$ cat src/rtl/dsk_pkg.sv
package dsk_pkg;
   localparam int OCTETS_PER_CYCLE = 4;

   typedef enum logic [1:0] {
      SC_DIRECT = 2'd0,
      SC_DET_1  = 2'd1,
      SC_DET_2  = 2'd2,
      SC_RSVD   = 2'd3
   } subclass_e;

   function automatic int cnt_width(input int cycles);
      return (cycles <= 2) ? 1 : $clog2(cycles);
   endfunction

   function automatic logic is_buffered(input logic [1:0] sc);
      return sc != SC_DIRECT;
   endfunction
endpackage

$ cat src/rtl/dsk_phase_cnt.sv
module dsk_phase_cnt #(
   parameter int CYCLES = 8,
   parameter int CNT_W  = 3
) (
   input  logic             clk,
   input  logic             rst_n,
   input  logic             lmfc_pulse,
   output logic [CNT_W-1:0] cur_phase
);
   localparam logic [CNT_W-1:0] LAST = CNT_W'(CYCLES - 1);

   generate
      if (CYCLES == 1) begin : g_single
         assign cur_phase = '0;
      end else begin : g_count
         logic [CNT_W-1:0] phase_q;
         always_comb begin
            if (lmfc_pulse)           cur_phase = '0;
            else if (phase_q == LAST) cur_phase = '0;
            else                      cur_phase = phase_q + 1'b1;
         end
         always_ff @(posedge clk) begin
            if (!rst_n) phase_q <= LAST;
            else        phase_q <= cur_phase;
         end
      end
   endgenerate
endmodule

$ cat src/rtl/dsk_arrival.sv
module dsk_arrival #(
   parameter int LANES = 4,
   parameter int CNT_W = 3
) (
   input  logic             clk,
   input  logic             rst_n,
   input  logic [LANES-1:0] lane_sof,
   input  logic [CNT_W-1:0] cur_phase,
   output logic             any_arr,
   output logic             all_arr,
   output logic [CNT_W-1:0] arr_count
);
   logic [LANES-1:0] seen_q;
   logic [CNT_W-1:0] count_q;
   logic             completes;

   for (genvar i = 0; i < LANES; i++) begin : g_lane
      always_ff @(posedge clk) begin
         if (!rst_n)           seen_q[i] <= 1'b0;
         else if (lane_sof[i]) seen_q[i] <= 1'b1;
      end
   end

   assign completes = !(&seen_q) && (&(seen_q | lane_sof));

   always_ff @(posedge clk) begin
      if (!rst_n)         count_q <= '0;
      else if (completes) count_q <= cur_phase;
   end

   assign any_arr   = |seen_q;
   assign all_arr   = &seen_q;
   assign arr_count = count_q;
endmodule

$ cat src/rtl/dsk_release.sv
module dsk_release #(
   parameter int LANES = 4,
   parameter int CNT_W = 3
) (
   input  logic             clk,
   input  logic             rst_n,
   input  logic             any_arr,
   input  logic             all_arr,
   input  logic [CNT_W-1:0] cur_phase,
   input  logic [CNT_W-1:0] rel_offset,
   input  logic [1:0]       subclass,
   input  logic             frame_pulse,
   output logic [LANES-1:0] lane_rd_en,
   output logic             late_lane
);
   import dsk_pkg::*;

   logic go_q, late_q, buffered, at_point, fire;

   assign buffered = is_buffered(subclass);
   assign at_point = buffered ? (cur_phase == rel_offset) : frame_pulse;
   assign fire     = at_point && all_arr && !go_q;

   always_ff @(posedge clk) begin
      if (!rst_n) begin
         go_q   <= 1'b0;
         late_q <= 1'b0;
      end else begin
         if (fire) go_q <= 1'b1;
         if (buffered && at_point && any_arr && !all_arr) late_q <= 1'b1;
      end
   end

   assign lane_rd_en = {LANES{go_q}};
   assign late_lane  = late_q;
endmodule

$ cat src/rtl/dsk_release_ctrl.sv
module dsk_release_ctrl #(
   parameter int LANES     = 4,
   parameter int MF_OCTETS = 32,
   localparam int LMFC_CYC = MF_OCTETS / dsk_pkg::OCTETS_PER_CYCLE,
   localparam int CNT_W    = dsk_pkg::cnt_width(LMFC_CYC)
) (
   input  logic             clk,
   input  logic             rst_n,
   input  logic             lmfc_pulse,
   input  logic             frame_pulse,
   input  logic [LANES-1:0] lane_sof,
   input  logic [1:0]       subclass,
   input  logic [CNT_W-1:0] rel_offset,
   output logic [LANES-1:0] lane_rd_en,
   output logic [CNT_W-1:0] arr_count,
   output logic             late_lane
);
   initial begin
      if (LANES < 1) $error("LANES must be at least 1");
      if (MF_OCTETS < 4 || (MF_OCTETS % dsk_pkg::OCTETS_PER_CYCLE) != 0)
         $error("MF_OCTETS must be a positive multiple of four");
   end

   logic [CNT_W-1:0] cur_phase;
   logic             any_arr, all_arr;

   dsk_phase_cnt #(.CYCLES(LMFC_CYC), .CNT_W(CNT_W)) u_phase (
      .clk(clk), .rst_n(rst_n), .lmfc_pulse(lmfc_pulse), .cur_phase(cur_phase)
   );

   dsk_arrival #(.LANES(LANES), .CNT_W(CNT_W)) u_arr (
      .clk(clk), .rst_n(rst_n), .lane_sof(lane_sof), .cur_phase(cur_phase),
      .any_arr(any_arr), .all_arr(all_arr), .arr_count(arr_count)
   );

   dsk_release #(.LANES(LANES), .CNT_W(CNT_W)) u_rel (
      .clk(clk), .rst_n(rst_n), .any_arr(any_arr), .all_arr(all_arr),
      .cur_phase(cur_phase), .rel_offset(rel_offset), .subclass(subclass),
      .frame_pulse(frame_pulse), .lane_rd_en(lane_rd_en), .late_lane(late_lane)
   );
endmodule

$ cat config.mk
export PLATFORM = sky130hd
export DESIGN_NAME = dsk_release_ctrl
export DESIGN_NICKNAME = d
export VERILOG_FILES = /design/src/rtl/dsk_pkg.sv /design/src/rtl/dsk_phase_cnt.sv /design/src/rtl/dsk_arrival.sv /design/src/rtl/dsk_release.sv /design/src/rtl/dsk_release_ctrl.sv
export SDC_FILE = /design/constraint.sdc
export NUM_CORES = 1
export LEC_CHECK = 0
export ABC_AREA = 1
export BUFFER_PORTS_ARGS = -buffer_cell sky130_fd_sc_hd__buf_2
export CAP_MARGIN = 20
export CORE_AREA = 2 2 39 41
export CTS_CLUSTER_SIZE = 25
export DETAILED_ROUTE_END_ITERATION = 8
export DIE_AREA = 0 0 41 43
export HOLD_SLACK_MARGIN = 0.08
export PLACE_DENSITY_LB_ADDON = 0.12
export SYNTH_ARGS = -nofsm -noshare
export SYNTH_HDL_FRONTEND = slang
export SYNTH_SLANG_ARGS = --single-unit
export TNS_END_PERCENT = 20
$ cat constraint.sdc
create_clock -name clk -period 1.6 [get_ports clk]
set_clock_uncertainty 0.05 [all_clocks]
set_input_delay 0.16 -clock clk [delete_from_list [all_inputs] [get_ports clk]]
set_output_delay 0.16 -clock clk [all_outputs]
set_load 0.005 [all_outputs]
=== Word-level counts from Yosys, hierarchy flattened ===
Index checks and enable logic that the tools add are counted.

* Register bits after elaboration: 12
* Latch bits: 0
* Memory bits (writable): 0
* Bits in read-only memories: 0
* Logic and storage cells: 27
* Memories kept: 0

* Add/subtract/negate cells: 1
* Multipliers: 0
* Divide/modulo/power cells: 0
* $lt $le $gt $ge: 0
* Eq/ne operators: 2
* Shift operators: 0
* Muxes and demuxes: 3
* Bitwise operators: 1
* Reductions and logical operators: 12

{| class="wikitable"
|+ Operators with widths
! kind !! count
|-
| $reduce_and 4->1 || 2
|-
| $logic_and 1x1->1 || 6
|-
| $mux 3 || 2
|-
| $or 4x4->4 || 1
|-
| $reduce_or 4->1 || 1
|-
| $add 3x1->3 const B || 1
|-
| $eq 3x3->1 || 1
|-
| $eq 3x3->1 const B || 1
|-
| $logic_not 1->1 || 2
|-
| $reduce_bool 2->1 || 1
|-
| $mux 1 || 1
|}

=== Longest topological paths before layout ===
Gate-level depths: netlist (run 1).

* Depth after elaboration: 8
* Mapped depth: 10

=== Hierarchy ===
A second synthesis (run 1) with hierarchy kept.

* Cells, all modules: 107
* Area total of the unflattened synthesis: 684.4 um^2

{| class="wikitable"
|+ Modules (own cells, without submodules)
! module !! times used !! cells an instance !! area each (um^2) !! seq. area each (um^2)
|-
| dsk_arrival || 1 || 56 || 357.8 || 140.1
|-
| dsk_release || 1 || 35 || 197.7 || 40.0
|-
| dsk_phase_cnt || 1 || 16 || 128.9 || 60.1
|}

=== Worst setup path after synthesis (run 1) ===
Ideal clock, no wire load.

* Path kind: flip-flop to flip-flop
* Start: reg u_phase.g_count.phase_q[0]
* End: reg u_rel.go_q
* Setup time: 0.070 ns
* Arrival: 1.279 ns
* Required time: 1.480 ns
* Path slack: 0.201 ns
* Stages on the path, launching flop included: 11
* Period minus slack after synthesis: 1.399 ns
* Path through: dfxtp_1 -> ha_1 -> ha_1 -> nand2_2 -> nand2_1 -> nand2_1 -> nor2_1 -> nand2_1 -> nand2_1 -> nand3_1 -> a21oi_1

* Cells in the longest elaborated chain, start to end: 7

{| class="wikitable"
|+ RTL lines
! element !! RTL line !! source
|-
| start, declared || dsk_phase_cnt.sv:16 || <nowiki>logic [CNT_W-1:0] phase_q;</nowiki>
|-
| start signal, assigned || dsk_phase_cnt.sv:24 || <nowiki>else phase_q <= cur_phase;</nowiki>
|-
| $add 3x1->3 / $eq 3x3->1 (equally long branches) || dsk_phase_cnt.sv:20, dsk_phase_cnt.sv:19 ||
|-
| $mux 3 * || dsk_phase_cnt.sv:19 || <nowiki>else if (phase_q == LAST) cur_phase = '0;</nowiki>
|-
| $mux 3 * || dsk_phase_cnt.sv:18 || <nowiki>if (lmfc_pulse) cur_phase = '0;</nowiki>
|-
| $eq 3x3->1 * || dsk_release.sv:21 || <nowiki>assign at_point = buffered ? (cur_phase == rel_offset) : frame_pulse;</nowiki>
|-
| $mux 1 * || dsk_release.sv:21 ||
|-
| $logic_and 1x1->1 * (2 in series) || dsk_release.sv:22 || <nowiki>assign fire = at_point && all_arr && !go_q;</nowiki>
|-
| end signal, assigned || dsk_release.sv:26 || <nowiki>go_q <= 1'b0;</nowiki>
|-
| end signal, assigned || dsk_release.sv:29 || <nowiki>if (fire) go_q <= 1'b1;</nowiki>
|-
| end, declared || dsk_release.sv:18 || <nowiki>logic go_q, late_q, buffered, at_point, fire;</nowiki>
|}

Every way passes the cells marked *; elsewhere a longest branch is shown, timed or not.
A chain may end at the register's enable or synchronous reset.

=== Worst setup path after layout (run 1) ===
Same ends and word-level chain as after synthesis.

==> out/qor.yml, run 1 <==
detailed_routing:
  wire_per_inst_um: 9.30
  firstDrtPassIters: 2
  drt-total-wl_um: 1080
  drc: 0
  vias_per_cell: 4.52
  vias: 524
  ant_nets: 0
  dr.first_iter.drc_count: 7
global_route:
  grt_pass1_vias: 451
  grt_max_degree: 10
  grt_overflow_total: 0
  grt_use_total_pct: 14.7
  grt_pass1_wl_um: 1700
  antenna_found_initial: 0
pwr:
  p_leak_uw: 0.000381
  vdd_drop_max_mv: 0.496
  p_per_area_nw_per_um2: 864
synth:
  synthAdderAreaFrac_pct: 4.30
  synth_top_area_share_pct: 41.3
  synthTopCellsByArea: "dfxtp_1 41%, nand2_1 10%, nor2_1 6.5%, or2_1 6.5%, inv_1 5.8%"
  ys.flop_type: "dfxtp_1"
  synth-xor-area-share_pct: 0
  synth_nets: 94
  synth_edf_count: 0
  synthArstFlopShare_pct: 0
  syn_inst: 79
  synth-compound-area-share_pct: 4.30
  muxShareOfSynthArea_pct: 0
  synth_top_family_by_area: "simple AND/OR/NAND/NOR gates"
  yosysMostFrequentCell: "nand2_1"
  synth_area_per_cell_um2: 7.36
  synth_top_cell_by_area: "dfxtp_1"
  yosys.area_share.simple_pct: 36.6
  synth_seq_cells: 12
  ys_top_cells_by_count: "16 x nand2_1, 12 x dfxtp_1, 10 x nor2_1, 9 x inv_1, 6 x or2_1"
  syn_area_um2: 582
  synth-seq-area-share_pct: 41.3
  ys_types: 17
  yosysWarnings: 0
job:
  max_cap_viol_count: 0
floorplan:
  core.rowCount: 14
  io_pins: 21
  die_width_um: 41
  core_um2: 1380
  initial_core_util_pct: 42.0
  fp.dieArea_um2: 1760
  die_h_um: 43
placement:
  port_buffers: 20
  gp_congestion: 0.683
  place_hpwl_um: 768
  placed_cells: 111
cts:
  clk_pin_slew_ns: 0.07
  clockBufferDepth: 2
  cts_max_level: 1
  cts.sinks: 12
  clock_tree.root_cell: "clkbuf_4"
  clk_latency_ns: 0.27
  cts-buffers-inserted: 3
  tritoncts: "done"
  post_cts_buffers: 0
critical_path:
  required_ns: 1.76
  cp-start-kind: "flop"
  cp.arrival_ns: 1.61
  worstSetupEndpointType: "flop"
  worst-path-max-fanout: 3
  path_class: "reg -> reg"
timing:
  fin_crit_sh_pct: 90.7
  fin_setup_tns_ns: 0
  maxSlewHeadroom_pct: 86.9
  rsz0062_at_grt: "false"
  hold_violations: 0
  slew_violations: 0
  setup_violations: 0
  max_freq_mhz: 689
  min_period_ns: 1.45
  worst_pin_slew_ns: 0.196
cells_and_area:
  finalNonFillerCells: 116
  antenna_cells: 0
  drive_gt1_share_pct: 34.0
  fin_nets: 117
  final_util_pct: 52.9
  nFillCells: 146
  syn_to_final_growth_pct: 25.8
worst_hold_path:
  hold_class: "in -> reg"
outcome:
  status: "completed"
final cells by class:
cell class | count | area (um2) | share of cell area [%]
flip-flops and latches | 12 | 240 | 32.8
clock buffers | 3 | 22.5 | 3.08
multi-input cells | 50 | 280 | 38.3
well taps | 16 | 20.0 | 2.74
repair buffers | 22 | 120 | 16.4
inverters | 13 | 48.8 | 6.67
kinds of logic after synthesis:
family	count (synthesis)
flip-flops	12
adder cells (fa/ha/maj)	2
AND/OR/NAND/NOR	43
AO/OA/AOI/OAI	5
buffers and inverters	17
state kept, by name, summed over array words and instances (netlist names):
| signal | cells |
|---|---|
| u_arr.arr_count | 3 |
| u_arr.seen_q | 4 |
| u_phase.g_count.phase_q | 3 |
| u_rel.go_q | 1 |
| u_rel.late_lane | 1 |
worst max-delay path, stage by stage, from the launching register on:
cell     delay [ns]
dfxtp_1        0.32
ha_2           0.20
ha_4           0.27
nand2_2        0.06
nand2_1        0.06
nand2_1        0.07
nor2_2         0.09
nand2_1        0.06
nand2_1        0.05
nand3_1        0.05
a21oi_1        0.11
where the power goes:
part           switching, uW  total [uW]  internal, uW
registers               11.2         329           318
logic                   62.8         119          56.0
clock network           97.3         185          87.4
final timing paths:
path | start | to | slack, ns | cells after the start
setup / recovery | u_phase.g_count.phase_q[0]$_SDFF_PN1_ | u_rel.go_q$_SDFFE_PN0P_ | 0.15 | 10
setup reg to reg | u_phase.g_count.phase_q[0]$_SDFF_PN1_ | u_rel.go_q$_SDFFE_PN0P_ | 0.15 | 10
hold / removal | lane_sof[0] | u_arr.seen_q[0]$_SDFFE_PN0P_ | 0.08 | 3
hold reg to reg | u_rel.late_lane$_SDFFE_PN0P_ | u_rel.late_lane$_SDFFE_PN0P_ | 0.40 | 2
metal layers:
metal / up-vias / GRT usage (%) / share of wire, %
li1: 286 / - / -
met1: 218 / 19.3 / 48
met2: 15 / 19.7 / 42
met3: 5 / 3.14 / 6.4
met4: 0 / 12.0 / 3.5
met5: - / 0 / 0
placed cells by master, fill, tap and decap left out:
| cell type | netlist | layout |
|---|---|---|
| a21oi_1 | 5 | 5 |
| buf_2 | 0 | 20 |
| clkbuf_4 | 0 | 3 |
| clkinv_1 | 1 | 1 |
| dfxtp_1 | 12 | 12 |
| dlygate4sd3_1 | 0 | 2 |
| ha_2 | 0 | 1 |
| ha_4 | 0 | 1 |
| inv_1 | 9 | 9 |
| inv_2 | 3 | 3 |
| nand2_1 | 16 | 16 |
| nand2_2 | 2 | 2 |
| nand3_1 | 2 | 2 |
| nand3_2 | 1 | 1 |
| nand3b_1 | 1 | 1 |
| nand4_1 | 3 | 3 |
| nand4_2 | 1 | 1 |
| nor2_1 | 10 | 9 |
| nor2_2 | 1 | 2 |
| or2_1 | 6 | 6 |
metrics by stage:
| step | hold WS [ns] | worst slack [ns] | cell area, um2 | power, uW |
|---|---|---|---|---|
| global placement | 0.321 | 0.118 | 672 | 438 |
| finish | 0.0843 | 0.150 | 732 | 633 |
| floorplan | 0.179 | 0.201 | 582 | 407 |
| global route | 0.0925 | 0.0189 | 732 | 668 |
| detailed placement | 0.325 | 0.0818 | 672 | 441 |
| CTS | 0.0834 | 0.0676 | 714 | 631 |
timing repair:
item | 4_1_cts | 5_1_grt
gates resized for setup | 0 | 3
endpoints found under the setup margin | 0 | 1
hold buffers | 2 | 0
endpoints found under the hold margin | 4 | 0
No activity file was read; power rests on OpenSTA's default activity.
==> inputs of run 2 (changes only) <==
Settings changed: GPL_TIMING_DRIVEN set to 0.
==> run 2 against run 1 <==
  * Die area did not move
  * Via count rose by 1.5%
  * Clock power fell by 4%
  * Combinational power grew 12%
  * Final cell count is 4.3% higher
  * Non-clock buffer count increased by 5
  * Wire length rose by 2.6%
  * Clock-buffer cell count is the same
  * Sequential power increased by 1%
  * Design area rose by 9.7%
  * Highest routed layer unchanged
==> out/qor.yml, run 2 (synthesis results as in run 1) <==
timing:
  max_freq_mhz: 671
  hold_violations: 0
  worst_pin_slew_ns: 0.174
  fin_crit_sh_pct: 93.1
  maxSlewHeadroom_pct: 88.4
  slew_violations: 0
  fin_setup_tns_ns: 0
  setup_violations: 0
  min_period_ns: 1.49
pwr:
  vdd_drop_max_mv: 0.506
  finalPower_uw: 643
  p_leak_uw: 0.000410
  p_per_area_nw_per_um2: 801
floorplan:
  die_h_um: 43
  initial_core_util_pct: 42.0
  io_pins: 21
  core.rowCount: 14
  die_width_um: 41
  fp.dieArea_um2: 1760
  core_um2: 1380
critical_path:
  path_common_cell: "nand2_2"
  cp.arrival_ns: 1.65
  cp-start-kind: "flop"
  path_class: "reg -> reg"
  cp_slowest_cell: "dfxtp_2"
  rr_startpoint: "u_phase.g_count.phase_q[0]$_SDFF_PN1_"
  path_cells: "ha_4 > ha_4 > nand2_2 > nand2_2 > nand2_2 > nor2_4 > nand2_1 > nand2_1 > nand3_2 > a21oi_2"
  worstSetupEndpointType: "flop"
  required_ns: 1.76
  worst-path-max-fanout: 3
  r2r_cells: 10
  slowest_delay_ns: 0.34
  r2r_end: "u_rel.go_q$_SDFFE_PN0P_"
  rrSetupSlack_ns: 0.11
cts:
  tritoncts: "done"
  clk_pin_slew_ns: 0.07
  clockBufferDepth: 2
  cts.sinks: 12
  clock_tree.root_cell: "clkbuf_4"
  clk_latency_ns: 0.26
  post_cts_buffers: 0
  cts-buffers-inserted: 3
  cts_max_level: 1
global_route:
  grt_use_total_pct: 14.6
  grt_pass1_wl_um: 1640
  grt_max_degree: 10
  grt_pass1_vias: 418
  antenna_found_initial: 0
  grt_overflow_total: 0
placement:
  place_hpwl_um: 829
  gp_congestion: 0.656
  dpl_cell_area_um2: 702
  placed_cells: 115
  port_buffers: 20
detailed_routing:
  wire_per_inst_um: 9.15
  drc: 0
  vias_per_cell: 4.40
  firstDrtPassIters: 4
  vias: 532
  dr.first_iter.drc_count: 3
  drt-total-wl_um: 1110
  ant_nets: 0
worst_hold_path:
  worstHoldEndpoint: "u_phase.g_count.phase_q[1]$_SDFF_PN1_"
  holdPathStages: 4
  hold_class: "in -> reg"
  hp-start: "lmfc_pulse"
cells_and_area:
  nFillCells: 144
  top_register: "u_arr.seen_q"
  antenna_cells: 0
  fin_nets: 122
  largest_reg_flops: 4
  drive_gt1_share_pct: 41.9
  mostFrequentLayoutCell: "buf_2"
  finalNonFillerCells: 121
  syn_to_final_growth_pct: 38.1
  final_cell_mix: "20 x buf_2, 14 x nand2_1, 10 x dfxtp_1"
  final_cell_area_um2: 803
job:
  max_cap_viol_count: 0
outcome:
  status: "completed"
## run 2: cell type report
cell class / count / area [um2] / share of cell area (%)
Sequential cell: 12 / 243 / 30.2
Multi-Input combinational cell: 50 / 309 / 38.5
Inverter: 13 / 48.8 / 6.07
Clock buffer: 3 / 22.5 / 2.80
Timing Repair Buffer: 23 / 130 / 16.2
Buffer: 4 / 30.0 / 3.74
Tap cell: 16 / 20.0 / 2.49
## run 2: layer usage
layer,up-vias,global-route usage [%],share of wire (%)
met5,-,0,0
met2,10,18.8,47
met4,0,14.0,1.5
met3,2,4.71,4.7
met1,223,17.8,47
li1,297,-,-
## run 2: power by group
group          internal, uW  switching (uW)
sequential              319            13.4
combinational          64.8            68.2
clock                  87.0            90.7
total                   471             172
## run 2: worst max path at each step
stage,endpoint,startpoint,slack (ns),depth (start not counted)
finish,u_rel.go_q$_SDFFE_PN0P_,u_phase.g_count.phase_q[0]$_SDFF_PN1_,0.11,10
global route,u_rel.go_q$_SDFFE_PN0P_,u_phase.g_count.phase_q[0]$_SDFF_PN1_,-0.02,10
CTS,u_rel.go_q$_SDFFE_PN0P_,u_phase.g_count.phase_q[0]$_SDFF_PN1_,0.06,10
detailed placement,u_rel.go_q$_SDFFE_PN0P_,u_phase.g_count.phase_q[0]$_SDFF_PN1_,0.07,10
global placement,u_rel.go_q$_SDFFE_PN0P_,u_phase.g_count.phase_q[0]$_SDFF_PN1_,0.11,10
floorplan,u_rel.go_q$_SDFFE_PN0P_,u_phase.g_count.phase_q[0]$_SDFF_PN1_,0.20,10
## run 2: timing repair
action | 4_1_cts | 5_1_grt
hold endpoints to repair | 5 | 0
resized for setup | 0 | 11
hold buffers | 3 | 0
setup endpoints to repair | 0 | 2
## run 2: per-stage QoR
| stage | util (%) | hold slack, ns | worst slack (ns) |
|---|---|---|---|
| final | 58.0 | 0.149 | 0.111 |
| after global routing | 58.0 | 0.176 | -0.0212 |
| after CTS | 54.5 | 0.140 | 0.0564 |
| after detailed placement | 50.7 | 0.324 | 0.0652 |
| after global placement | 50.7 | 0.322 | 0.105 |
| after floorplan | - | 0.179 | 0.201 |
## run 2: critical path: cells and delay by family, from the launching register on
kind                     cells  cell delay [ns]
AO/OA/AOI/OAI                1             0.12
adder cells (fa/ha/maj)      2             0.42
flip-flops                   1             0.34
AND/OR/NAND/NOR              7             0.50
==> inputs of run 3 (changes only) <==
Settings changed: MAX_ROUTING_LAYER set to met4.
==> run 3 against run 2 <==
  * Sequential share of layout area stayed put
  * Combinational power about the same
  * First-iteration DRC count unchanged
  * Global-route usage up 0.36 points
  * Register-to-register slack barely moved
  * Flip-flop and latch count did not move
  * Maximum frequency about the same
  * Worst hold slack barely moved
  * Final cell count is the same
  * Wire length did not move
  * Design area unchanged
  * Clock-buffer cell count unchanged
==> out/qor.yml, run 3 (synthesis results as in run 1) <==
outcome:
  status: "completed"
cts:
  clk_pin_slew_ns: 0.07
  cts_max_level: 1
  post_cts_buffers: 0
  cts.sinks: 12
  tritoncts: "done"
  clockBufferDepth: 2
  cts-buffers-inserted: 3
  clock_tree.root_cell: "clkbuf_4"
  clk_latency_ns: 0.26
timing:
  max_freq_mhz: 671
  setup_violations: 0
  fin_crit_sh_pct: 93.1
  fin_setup_tns_ns: 0
  maxSlewHeadroom_pct: 88.4
  min_period_ns: 1.49
  worst_pin_slew_ns: 0.174
  fin_ws_ns: 0.111
  slew_violations: 0
  hold_violations: 0
cells_and_area:
  nFillCells: 144
  final_util_pct: 58.0
  largest_reg_flops: 4
  mostFrequentLayoutCell: "buf_2"
  drive_gt1_share_pct: 41.9
  final_cell_mix: "20 x buf_2, 14 x nand2_1, 10 x dfxtp_1"
  finalNonFillerCells: 121
  antenna_cells: 0
  fin_nets: 122
  top_register: "u_arr.seen_q"
  syn_to_final_growth_pct: 38.1
global_route:
  use_met2_pct: 18.8
  grt_pass1_wl_um: 1650
  grt_util_met1_pct: 17.8
  top_usage_layer: "met2"
  grt_max_degree: 10
  grt_pass1_vias: 418
  grt_overflow_total: 0
  antenna_found_initial: 0
  grt_util_met3_pct: 4.71
  grt_use_total_pct: 14.9
detailed_routing:
  firstDrtPassIters: 4
  wire_per_inst_um: 9.15
  ant_nets: 0
  drt-total-wl_um: 1110
  vias: 532
  drc: 0
  dr.first_iter.drc_count: 3
  vias_per_cell: 4.40
critical_path:
  slowest_delay_ns: 0.34
  cp-start-kind: "flop"
  worst-path-max-fanout: 3
  required_ns: 1.76
  worstSetupEndpointType: "flop"
  path_class: "reg -> reg"
  cp.arrival_ns: 1.65
  r2r_cells: 10
  path_cells: "ha_4 > ha_4 > nand2_2 > nand2_2 > nand2_2 > nor2_4 > nand2_1 > nand2_1 > nand3_2 > a21oi_2"
  path_common_cell: "nand2_2"
  cp_slowest_cell: "dfxtp_2"
floorplan:
  io_pins: 21
  fp.dieArea_um2: 1760
  core.rowCount: 14
  core_um2: 1380
  die_width_um: 41
  initial_core_util_pct: 42.0
  die_h_um: 43
pwr:
  p_leak_uw: 0.000410
  vdd_drop_max_mv: 0.506
  p_per_area_nw_per_um2: 801
  finalPower_uw: 643
placement:
  port_buffers: 20
  gp_congestion: 0.662
  placed_cells: 115
  dp_slack_ns: 0.0652
  place_hpwl_um: 829
worst_hold_path:
  holdPathStages: 4
  hold_class: "in -> reg"
job:
  max_cap_viol_count: 0
run 3: cell counts in the layout (fill, tap and decap cells not counted):
Identical to the previous run, type by type.
run 3: layer usage:
layer | up-vias | part of all wire (%)
li1 | 297 | -
met1 | 223 | 47
met2 | 10 | 47
met3 | 2 | 4.7
met4 | 0 | 1.5
met5 | - | 0
run 3: repair_timing:
action,CTS,global route
hold buffers,3,0
gates resized for setup,0,11
hold endpoints to repair,5,0
setup endpoints to repair,0,2
run 3: power breakdown:
part	leakage [uW]	total (uW)	internal (uW)	switching, uW
logic	0.000297	133	64.8	68.2
registers	0.0000992	333	319	13.4
clock network	0.0000138	178	87.0	90.7
run 3: final cells by class:
type / count / area, um2 / share of cell area, %
Multi-Input combinational cell: 50 / 309 / 38.5
Sequential cell: 12 / 243 / 30.2
Timing Repair Buffer: 23 / 130 / 16.2
Inverter: 13 / 48.8 / 6.07
Buffer: 4 / 30.0 / 3.74
Clock buffer: 3 / 22.5 / 2.80
Tap cell: 16 / 20.0 / 2.49
run 3: metrics by stage:
step | hold WS (ns) | instance area, um2
floorplan | 0.179 | 582
global placement | 0.322 | 702
detailed placement | 0.324 | 702
CTS | 0.140 | 754
global route | 0.176 | 803
finish | 0.149 | 803
run 3: path summary, 6_finish.rpt:
kind | start | slack, ns | endpoint
hold / removal | lmfc_pulse | 0.15 | u_phase.g_count.phase_q[1]$_SDFF_PN1_
hold reg to reg | u_rel.late_lane$_SDFFE_PN0P_ | 0.40 | u_rel.late_lane$_SDFFE_PN0P_
setup / recovery | u_phase.g_count.phase_q[0]$_SDFF_PN1_ | 0.11 | u_rel.go_q$_SDFFE_PN0P_
setup reg to reg | u_phase.g_count.phase_q[0]$_SDFF_PN1_ | 0.11 | u_rel.go_q$_SDFFE_PN0P_
run 3: critical path, delay by kind of cell (launching register included):
| kind | cells | cell delay (ns) |
|---|---|---|
| fa+ha+maj | 2 | 0.42 |
| compound gates | 1 | 0.12 |
| simple gates | 7 | 0.50 |
| flops | 1 | 0.34 |
